## config.mk

```make
export PLATFORM = sky130hd
export DESIGN_NAME = lpc_mem_target
export DESIGN_NICKNAME = d
export VERILOG_FILES = /design/src/rtl/lpc_tgt_pkg.sv /design/src/rtl/lpc_rst_join.sv /design/src/rtl/lpc_frame_track.sv /design/src/rtl/lpc_addr_col.sv /design/src/rtl/lpc_tgt_fsm.sv /design/src/rtl/lpc_mem_target.sv
export SDC_FILE = /design/constraint.sdc
export NUM_CORES = 1
export LEC_CHECK = 0
export BUFFER_PORTS_ARGS = -buffer_cell sky130_fd_sc_hd__buf_2
export CORE_MARGIN = 4
export CORE_UTILIZATION = 24
export CTS_BUF_LIST = sky130_fd_sc_hd__clkbuf_4 sky130_fd_sc_hd__clkbuf_8
export DETAILED_ROUTE_END_ITERATION = 8
export GPL_TIMING_DRIVEN = 0
export HOLD_SLACK_MARGIN = 0.05
export MAX_ROUTING_LAYER = met4
export PLACE_DENSITY = 0.39
export SETUP_SLACK_MARGIN = 0.05
export SYNTH_ARGS = -nofsm -noshare
export SYNTH_HDL_FRONTEND = slang
export SYNTH_HIERARCHICAL = 1
export SYNTH_SLANG_ARGS = --single-unit
```

## constraint.sdc

```tcl
create_clock -name clk -period 2.6 [get_ports clk]
set_input_delay 0 -clock clk [delete_from_list [all_inputs] [get_ports clk]]
set_output_delay 0 -clock clk [all_outputs]
set_load 0.005 [all_outputs]
```

## src/rtl/lpc_tgt_pkg.sv

```systemverilog
package lpc_tgt_pkg;

  localparam int NIB_W = 4;
  typedef logic [NIB_W-1:0] nib_t;

  localparam nib_t NIB_START = 4'h0;
  localparam nib_t TYP_MRD   = 4'h4;
  localparam nib_t TYP_MWR   = 4'h6;
  localparam nib_t SYN_WAIT  = 4'h5;
  localparam nib_t SYN_RDY   = 4'h0;
  localparam nib_t SYN_ERR   = 4'hA;
  localparam nib_t NIB_TAR   = 4'hF;

  typedef enum logic [3:0] {
    S_IDLE,
    S_FRAME,
    S_ADDR,
    S_WLO,
    S_WHI,
    S_TW0,
    S_TW1,
    S_TAKE0,
    S_TAKE1,
    S_WAIT,
    S_SOK,
    S_SERR,
    S_DLO,
    S_DHI,
    S_GIVE0,
    S_GIVE1
  } tst_e;

endpackage

```

## src/rtl/lpc_rst_join.sv

```systemverilog
module lpc_rst_join #(
  parameter int STAGES = 2
) (
  input  logic clk,
  input  logic rst_a_n,
  input  logic rst_b_n,
  output logic rst_n_o
);

  logic arst_n;
  assign arst_n = rst_a_n & rst_b_n;

  for (genvar gi = 0; gi < STAGES; gi++) begin : g_stg
    logic q;
    if (gi == 0) begin : g_head
      always_ff @(posedge clk or negedge arst_n) begin
        if (!arst_n) q <= 1'b0;
        else         q <= 1'b1;
      end
    end else begin : g_tail
      always_ff @(posedge clk or negedge arst_n) begin
        if (!arst_n) q <= 1'b0;
        else         q <= g_stg[gi-1].q;
      end
    end
  end

  assign rst_n_o = g_stg[STAGES-1].q;

  // either source low keeps the joined reset asserted
  p_join_hold_r1: assert property (@(posedge clk)
    (!rst_a_n || !rst_b_n) |-> !rst_n_o);

endmodule

```

## src/rtl/lpc_frame_track.sv

```systemverilog
module lpc_frame_track
  import lpc_tgt_pkg::*;
(
  input  logic clk,
  input  logic rst_n,
  input  logic frame_n,
  input  logic cs_n,
  input  nib_t lad_in,
  output logic start_go
);

  logic cs_q;
  logic frame_lo_q;
  logic sel_q;
  nib_t st_nib_q;

  // chip select seen on the previous edge
  always_ff @(posedge clk or negedge rst_n) begin
    if (!rst_n) cs_q <= 1'b1;
    else        cs_q <= cs_n;
  end

  always_ff @(posedge clk or negedge rst_n) begin
    if (!rst_n) frame_lo_q <= 1'b0;
    else        frame_lo_q <= !frame_n;
  end

  // latch start nibble and selection on every frame-low edge
  always_ff @(posedge clk or negedge rst_n) begin
    if (!rst_n) begin
      st_nib_q <= NIB_TAR;
      sel_q    <= 1'b0;
    end else if (!frame_n) begin
      st_nib_q <= lad_in;
      sel_q    <= !cs_q;
    end
  end

  assign start_go = frame_lo_q && frame_n && (st_nib_q == NIB_START) && sel_q;

endmodule

```

## src/rtl/lpc_addr_col.sv

```systemverilog
module lpc_addr_col #(
  parameter int ADDR_W = 32,
  parameter int NIB_W  = 4
) (
  input  logic              clk,
  input  logic              rst_n,
  input  logic              clr,
  input  logic              shift_en,
  input  logic [NIB_W-1:0]  nib,
  output logic [ADDR_W-1:0] addr,
  output logic              last
);

  localparam int NIBS = ADDR_W / NIB_W;
  localparam int CW   = $clog2(NIBS + 1);

  logic [CW-1:0] cnt_q;

  always_ff @(posedge clk or negedge rst_n) begin
    if (!rst_n)        cnt_q <= '0;
    else if (clr)      cnt_q <= '0;
    else if (shift_en) cnt_q <= cnt_q + 1'b1;
  end

  assign last = shift_en && (cnt_q == CW'(NIBS - 1));

  // one nibble slot per position; slot 0 takes the newest nibble
  for (genvar gi = 0; gi < NIBS; gi++) begin : g_slot
    logic [NIB_W-1:0] q;
    if (gi == 0) begin : g_in
      always_ff @(posedge clk or negedge rst_n) begin
        if (!rst_n)        q <= '0;
        else if (shift_en) q <= nib;
      end
    end else begin : g_mv
      always_ff @(posedge clk or negedge rst_n) begin
        if (!rst_n)        q <= '0;
        else if (shift_en) q <= g_slot[gi-1].q;
      end
    end
    assign addr[gi*NIB_W +: NIB_W] = q;
  end

endmodule

```

## src/rtl/lpc_tgt_fsm.sv

```systemverilog
module lpc_tgt_fsm
  import lpc_tgt_pkg::*;
#(
  parameter int MAX_WAIT = 8
) (
  input  logic       clk,
  input  logic       rst_n,
  input  logic       frame_n,
  input  nib_t       lad_in,
  input  logic       start_go,
  input  logic       addr_last,
  input  logic       addr_ok,
  input  logic       rd_ready,
  input  logic [7:0] rd_data,
  output logic       addr_shift,
  output nib_t       lad_out,
  output logic       lad_oe,
  output logic       wr_stb,
  output logic [7:0] wr_data,
  output logic       rd_req
);

  localparam int WCW = $clog2(MAX_WAIT + 1);

  tst_e           st_q, st_d;
  logic           rd_q, rd_d;
  logic           have_q;
  logic [7:0]     rbyte_q;
  logic [7:0]     wbyte_q;
  logic [WCW-1:0] wcnt_q, wcnt_d;
  logic           rd_take;
  logic           wlo_en, whi_en;

  assign rd_take = rd_req && rd_ready;

  // next state
  always_comb begin
    st_d = st_q;
    rd_d = rd_q;
    if (!frame_n) begin
      st_d = S_FRAME;
    end else begin
      case (st_q)
        S_IDLE, S_FRAME: begin
          st_d = S_IDLE;
          if (start_go) begin
            if (lad_in == TYP_MRD) begin
              st_d = S_ADDR;
              rd_d = 1'b1;
            end else if (lad_in == TYP_MWR) begin
              st_d = S_ADDR;
              rd_d = 1'b0;
            end
          end
        end
        S_ADDR:  if (addr_last) st_d = rd_q ? S_TAKE0 : S_WLO;
        S_WLO:   st_d = addr_ok ? S_WHI : S_IDLE;
        S_WHI:   st_d = S_TW0;
        S_TW0:   st_d = S_TW1;
        S_TW1:   st_d = S_IDLE;
        S_TAKE0: st_d = addr_ok ? S_TAKE1 : S_IDLE;
        S_TAKE1: st_d = (have_q || rd_take) ? S_SOK : S_WAIT;
        S_WAIT: begin
          if (rd_ready)                          st_d = S_SOK;
          else if (wcnt_q == WCW'(MAX_WAIT - 1)) st_d = S_SERR;
        end
        S_SOK:   st_d = S_DLO;
        S_SERR:  st_d = S_GIVE0;
        S_DLO:   st_d = S_DHI;
        S_DHI:   st_d = S_GIVE0;
        S_GIVE0: st_d = S_GIVE1;
        S_GIVE1: st_d = S_IDLE;
        default: st_d = S_IDLE;
      endcase
    end
  end

  always_comb begin
    wcnt_d = '0;
    if (st_q == S_WAIT) wcnt_d = wcnt_q + 1'b1;
  end

  assign wlo_en     = (st_q == S_WLO) && frame_n && addr_ok;
  assign whi_en     = (st_q == S_WHI) && frame_n;
  assign addr_shift = (st_q == S_ADDR) && frame_n;

  // registers
  always_ff @(posedge clk or negedge rst_n) begin
    if (!rst_n) begin
      st_q   <= S_IDLE;
      rd_q   <= 1'b0;
      wcnt_q <= '0;
    end else begin
      st_q   <= st_d;
      rd_q   <= rd_d;
      wcnt_q <= wcnt_d;
    end
  end

  always_ff @(posedge clk or negedge rst_n) begin
    if (!rst_n)               have_q <= 1'b0;
    else if (st_d == S_ADDR)  have_q <= 1'b0;
    else if (rd_take)         have_q <= 1'b1;
  end

  always_ff @(posedge clk or negedge rst_n) begin
    if (!rst_n)       rbyte_q <= '0;
    else if (rd_take) rbyte_q <= rd_data;
  end

  always_ff @(posedge clk or negedge rst_n) begin
    if (!rst_n) begin
      wbyte_q <= '0;
    end else begin
      if (wlo_en) wbyte_q[3:0] <= lad_in;
      if (whi_en) wbyte_q[7:4] <= lad_in;
    end
  end

  // outputs
  assign lad_oe = st_q inside {S_TAKE1, S_WAIT, S_SOK, S_SERR, S_DLO, S_DHI, S_GIVE0};

  always_comb begin
    case (st_q)
      S_WAIT:  lad_out = SYN_WAIT;
      S_SOK:   lad_out = SYN_RDY;
      S_SERR:  lad_out = SYN_ERR;
      S_DLO:   lad_out = rbyte_q[3:0];
      S_DHI:   lad_out = rbyte_q[7:4];
      default: lad_out = NIB_TAR;
    endcase
  end

  assign wr_stb  = (st_q == S_TW0);
  assign wr_data = wbyte_q;
  assign rd_req  = (st_q inside {S_TAKE0, S_TAKE1, S_WAIT}) && !have_q && addr_ok;

  // observer for consecutive wait syncs on the bus
  logic [WCW:0] mon_wait_q;
  always_ff @(posedge clk or negedge rst_n) begin
    if (!rst_n)                               mon_wait_q <= '0;
    else if (lad_oe && lad_out == SYN_WAIT) begin
      if (mon_wait_q != '1)                   mon_wait_q <= mon_wait_q + 1'b1;
    end else                                  mon_wait_q <= '0;
  end

  p_wait_bound_r9: assert property (@(posedge clk) disable iff (!rst_n)
    mon_wait_q <= (WCW+1)'(MAX_WAIT));

  p_abort_release_r10: assert property (@(posedge clk) disable iff (!rst_n)
    !frame_n |=> !lad_oe);

  p_stb_single_r6: assert property (@(posedge clk) disable iff (!rst_n)
    wr_stb |=> !wr_stb);

  p_take_first_r7: assert property (@(posedge clk) disable iff (!rst_n)
    $rose(lad_oe) |-> (lad_out == NIB_TAR));

endmodule

```

## src/rtl/lpc_mem_target.sv

```systemverilog
module lpc_mem_target
  import lpc_tgt_pkg::*;
#(
  parameter int ADDR_W     = 32,
  parameter int MAX_WAIT   = 8,
  parameter int RST_STAGES = 2
) (
  input  logic              clk,
  input  logic              rst_a_n,
  input  logic              rst_b_n,
  input  logic              cs_n,
  input  logic              frame_n,
  input  logic [3:0]        lad_in,
  output logic [3:0]        lad_out,
  output logic              lad_oe,
  output logic [ADDR_W-1:0] be_addr,
  input  logic              be_addr_ok,
  output logic              be_wr_stb,
  output logic [7:0]        be_wr_data,
  output logic              be_rd_req,
  input  logic              be_rd_ready,
  input  logic [7:0]        be_rd_data
);

  logic rst_n;
  logic start_go;
  logic addr_shift;
  logic addr_last;

  lpc_rst_join #(.STAGES(RST_STAGES)) u_rst (
    .clk     (clk),
    .rst_a_n (rst_a_n),
    .rst_b_n (rst_b_n),
    .rst_n_o (rst_n)
  );

  lpc_frame_track u_frm (
    .clk      (clk),
    .rst_n    (rst_n),
    .frame_n  (frame_n),
    .cs_n     (cs_n),
    .lad_in   (lad_in),
    .start_go (start_go)
  );

  lpc_addr_col #(.ADDR_W(ADDR_W), .NIB_W(NIB_W)) u_adr (
    .clk      (clk),
    .rst_n    (rst_n),
    .clr      (start_go),
    .shift_en (addr_shift),
    .nib      (lad_in),
    .addr     (be_addr),
    .last     (addr_last)
  );

  lpc_tgt_fsm #(.MAX_WAIT(MAX_WAIT)) u_fsm (
    .clk        (clk),
    .rst_n      (rst_n),
    .frame_n    (frame_n),
    .lad_in     (lad_in),
    .start_go   (start_go),
    .addr_last  (addr_last),
    .addr_ok    (be_addr_ok),
    .rd_ready   (be_rd_ready),
    .rd_data    (be_rd_data),
    .addr_shift (addr_shift),
    .lad_out    (lad_out),
    .lad_oe     (lad_oe),
    .wr_stb     (be_wr_stb),
    .wr_data    (be_wr_data),
    .rd_req     (be_rd_req)
  );

endmodule

```

==> metrics.yaml <==
sta:
  fmax_ghz: 0.415
  setup_viol: 0
  skew_ns: 0.00814
  period_minus_slack_ns: 2.41
  fin_crit_sh_pct: 92.7
  hold_ws_ns: 0.119
  finalHoldViolCount: 0
  finalMaxSlewViolations: 0
  grt_setup_unrepaired: "true"
cells_and_area:
  final_common_cell: "buf_2"
  utilization_pct: 32.7
  fillers: 1342
  syn_to_final_growth_pct: 31.9
  fin_nets: 357
  drive_gt1_share_pct: 52.8
  layout_common_cells: "66 x buf_2, 63 x dfrtp_1, 46 x mux2_2"
  diodes: 0
worst_setup_path:
  endpoint_kind: "flop"
  critPathLaunchType: "flop"
  path_delay_family: "simple AND/OR/NAND/NOR gates"
  worstSetupStartpoint: "u_fsm/st_q[3]"
  critPathMaxFanout: 10
  max_stage_delay_ns: 0.63
  critical_path_class: "flop to flop"
  path_buf_inv: 2
  critPathRequiredTime_ns: 2.89
  arrival_ns: 2.70
  cpMaxStageDelayCell: "or4bb_2"
  crit_chain: "buf_4 > nor2_2 > nand2_1 > nor2_4 > buf_6 > and4b_1 > or4bb_2 > a21oi_2 > or4_1 > o41a_1"
  r2r-start: "u_fsm/st_q[3]"
synthesis:
  synth_cell_types: 57
  syn_area_um2: 3180
  ys_seq_area_share_pct: 56.0
  yosysWarnings: 6
  ys_ff_latch: 71
  syn_area_per_cell_um2: 13.6
  synth_edf_count: 0
  synthFlopType: "dfrtp_1"
  syn-num-nets: 255
  synth_cells: 234
  async_flop_share_pct: 100
routing:
  wire_per_inst_um: 14.5
  met3_length_um: 221
  drt_wl_total_mm: 7.42
  antenna_left: 0
  drt_iter0_drc: 91
  wl_met1_mm: 3.38
  wl_met2_mm: 3.68
  route.detailed.drc: 0
  drtPass1Iterations: 4
  vias: 2167
  vias_per_cell: 4.22
  top_layer: "met4"
power:
  p_clk_share_pct: 39.1
  intPower_mw: 1.58
  irDropWorstVdd_mv: 0.303
  power_frac_seq_pct: 55.0
  p_comb_share_pct: 6.0
  powerDensity_nw_per_um2: 505
  power_leakage_nw: 2.09
  switchingPower_uw: 537
  switching_share_pct: 25.4
global_routing:
  track_usage_pct: 10.9
  grt_pass1_wl_mm: 11.9
  grt_max_degree: 37
  grt_pass1_vias: 2224
  grt_antenna_before_repair: 0
  overflow: 0
die:
  die-area_um2: 15200
  die_w_um: 123
  die_h_um: 123
  start_util_pct: 24.8
  io-pin-count: 66
  row_count: 41
  core_area_um2: 12800
status:
  status: "complete, no violations"
cts:
  numCtsBuffers: 9
  htree_levels: 3
  clkSinkCount: 71
  clock_latency_ns: 0.36
  clk_pin_slew_worst_paths_ns: 0.08
  cts.path.max_buffers: 2
  cts_root_buffer: "clkbuf_8"
  cts_tree: "done"
placed_design:
  dp_hpwl_mm: 5.15
  gp_congestion: 0.748
  io_buffers: 65
hold_path:
  hold_start: "be_addr_ok"
  hp-class: "input pin to flop"
run:
  drv_cap: 0
[stage by stage]
step / power (mW) / cell area, um^2 / cells / setup slack (ns) / TNS, ns
after floorplan: 1.24 / 3180 / 234 / 0.0545 / 0
after global placement: 1.29 / 3720 / 471 / -0.562 / -36.42
after detailed placement: 1.29 / 3750 / 472 / -0.399 / -0.648
after CTS: 2.16 / 4140 / 508 / 0.0507 / 0
after global routing: 2.24 / 4200 / 513 / 0.0524 / 0
final: 2.12 / 4200 / 513 / 0.190 / 0
[synthesized netlist by cell type (all sizes together), types with 3 or more instances]
master,instances,share of area (%)
dfstp,5,4.1
nand3,5,0.94
buf,8,2.5
dfrtp,66,52
and2,3,0.67
mux2,53,19
nor2b,3,0.59
nor2,14,1.7
inv,5,0.59
nand2,6,0.71
a21oi,7,1.2
o21ai,9,1.4
clkbuf,4,1.1
[worst register-to-register path: stages, from the launching register on]
cell     delay (ns)
dfrtp_2        0.42
buf_4          0.18
nor2_2         0.10
nand2_1        0.11
nor2_4         0.14
buf_6          0.13
and4b_1        0.22
or4bb_2        0.63
a21oi_2        0.16
or4_1          0.14
o41a_1         0.12
[metal layers]
metal | up-vias | GRT usage [%]
li1 | 1047 | -
met4 | 0 | 5.81
met5 | - | -
met1 | 1077 | 13.4
met3 | 11 | 2.79
met2 | 32 | 16.4
[timing repair]
action	CTS	global route
endpoints found under the setup margin	2	2
pin swaps	1	0
hold endpoints to repair	33	0
hold buffers	19	0
buffers inserted	3	5
gates resized for setup	4	4
[power groups by stage]
stage	Combinational, mW	Clock [mW]	Sequential (mW)
6_report	0.127	0.827	1.16
5_1_grt	0.140	0.930	1.17
4_1_cts	0.128	0.874	1.16
3_5_place_dp	0.107	0	1.19
3_3_place_gp	0.0912	0	1.19
2_1_floorplan	0.0536	0	1.18
[state kept, by name (all words and copies together), names as in the netlist]
signal and count:
u_fsm/st_q 4, u_fsm/wr_data 8, u_rst/g_stg.q 1, u_fsm/have_q 1, u_frm/sel_q 1, u_frm/cs_q 1, u_rst/rst_n_o 1, u_adr/g_slot.q 32
u_fsm/rbyte_q 8, u_frm/st_nib_q 4, u_adr/cnt_q 4, u_fsm/wcnt_q 4, u_frm/frame_lo_q 1, u_fsm/rd_q 1
[kinds of logic after synthesis]
kind of cell / synth area share, %
flip-flops: 56.0
multiplexers: 19.5
AND/OR/NAND/NOR: 11.4
AO/OA/AOI/OAI: 6.80
buffers and inverters: 4.25
XOR/XNOR: 1.10
adder cells (fa/ha/maj): 0.786
other: 0.118
[cell type report]
class	count	area, um^2	area share [%]
flip-flops and latches	71	1790	42.6
multi-input cells	146	1290	30.8
repair buffers	93	596	14.2
well taps	172	215	5.13
clock buffers	10	138	3.28
plain buffers	10	101	2.41
clock inverters	6	46.3	1.10
inverters	5	18.8	0.447
[final timing paths]
kind | slack [ns] | cells after the start | endpoint
worst max-delay path | 0.19 | 10 | u_fsm/have_q
worst min-delay path | 0.12 | 4 | u_fsm/st_q[2]
worst max register to register | 0.19 | 10 | u_fsm/have_q
worst min register to register | 0.30 | 0 | u_adr/g_slot[3].q[3]
max in group asynchronous | 1.31 | 5 | u_rst/rst_n_o
min in group asynchronous | 0.30 | 0 | u_adr/g_slot[3].q[3]
Power figures use the tool's default switching activity.
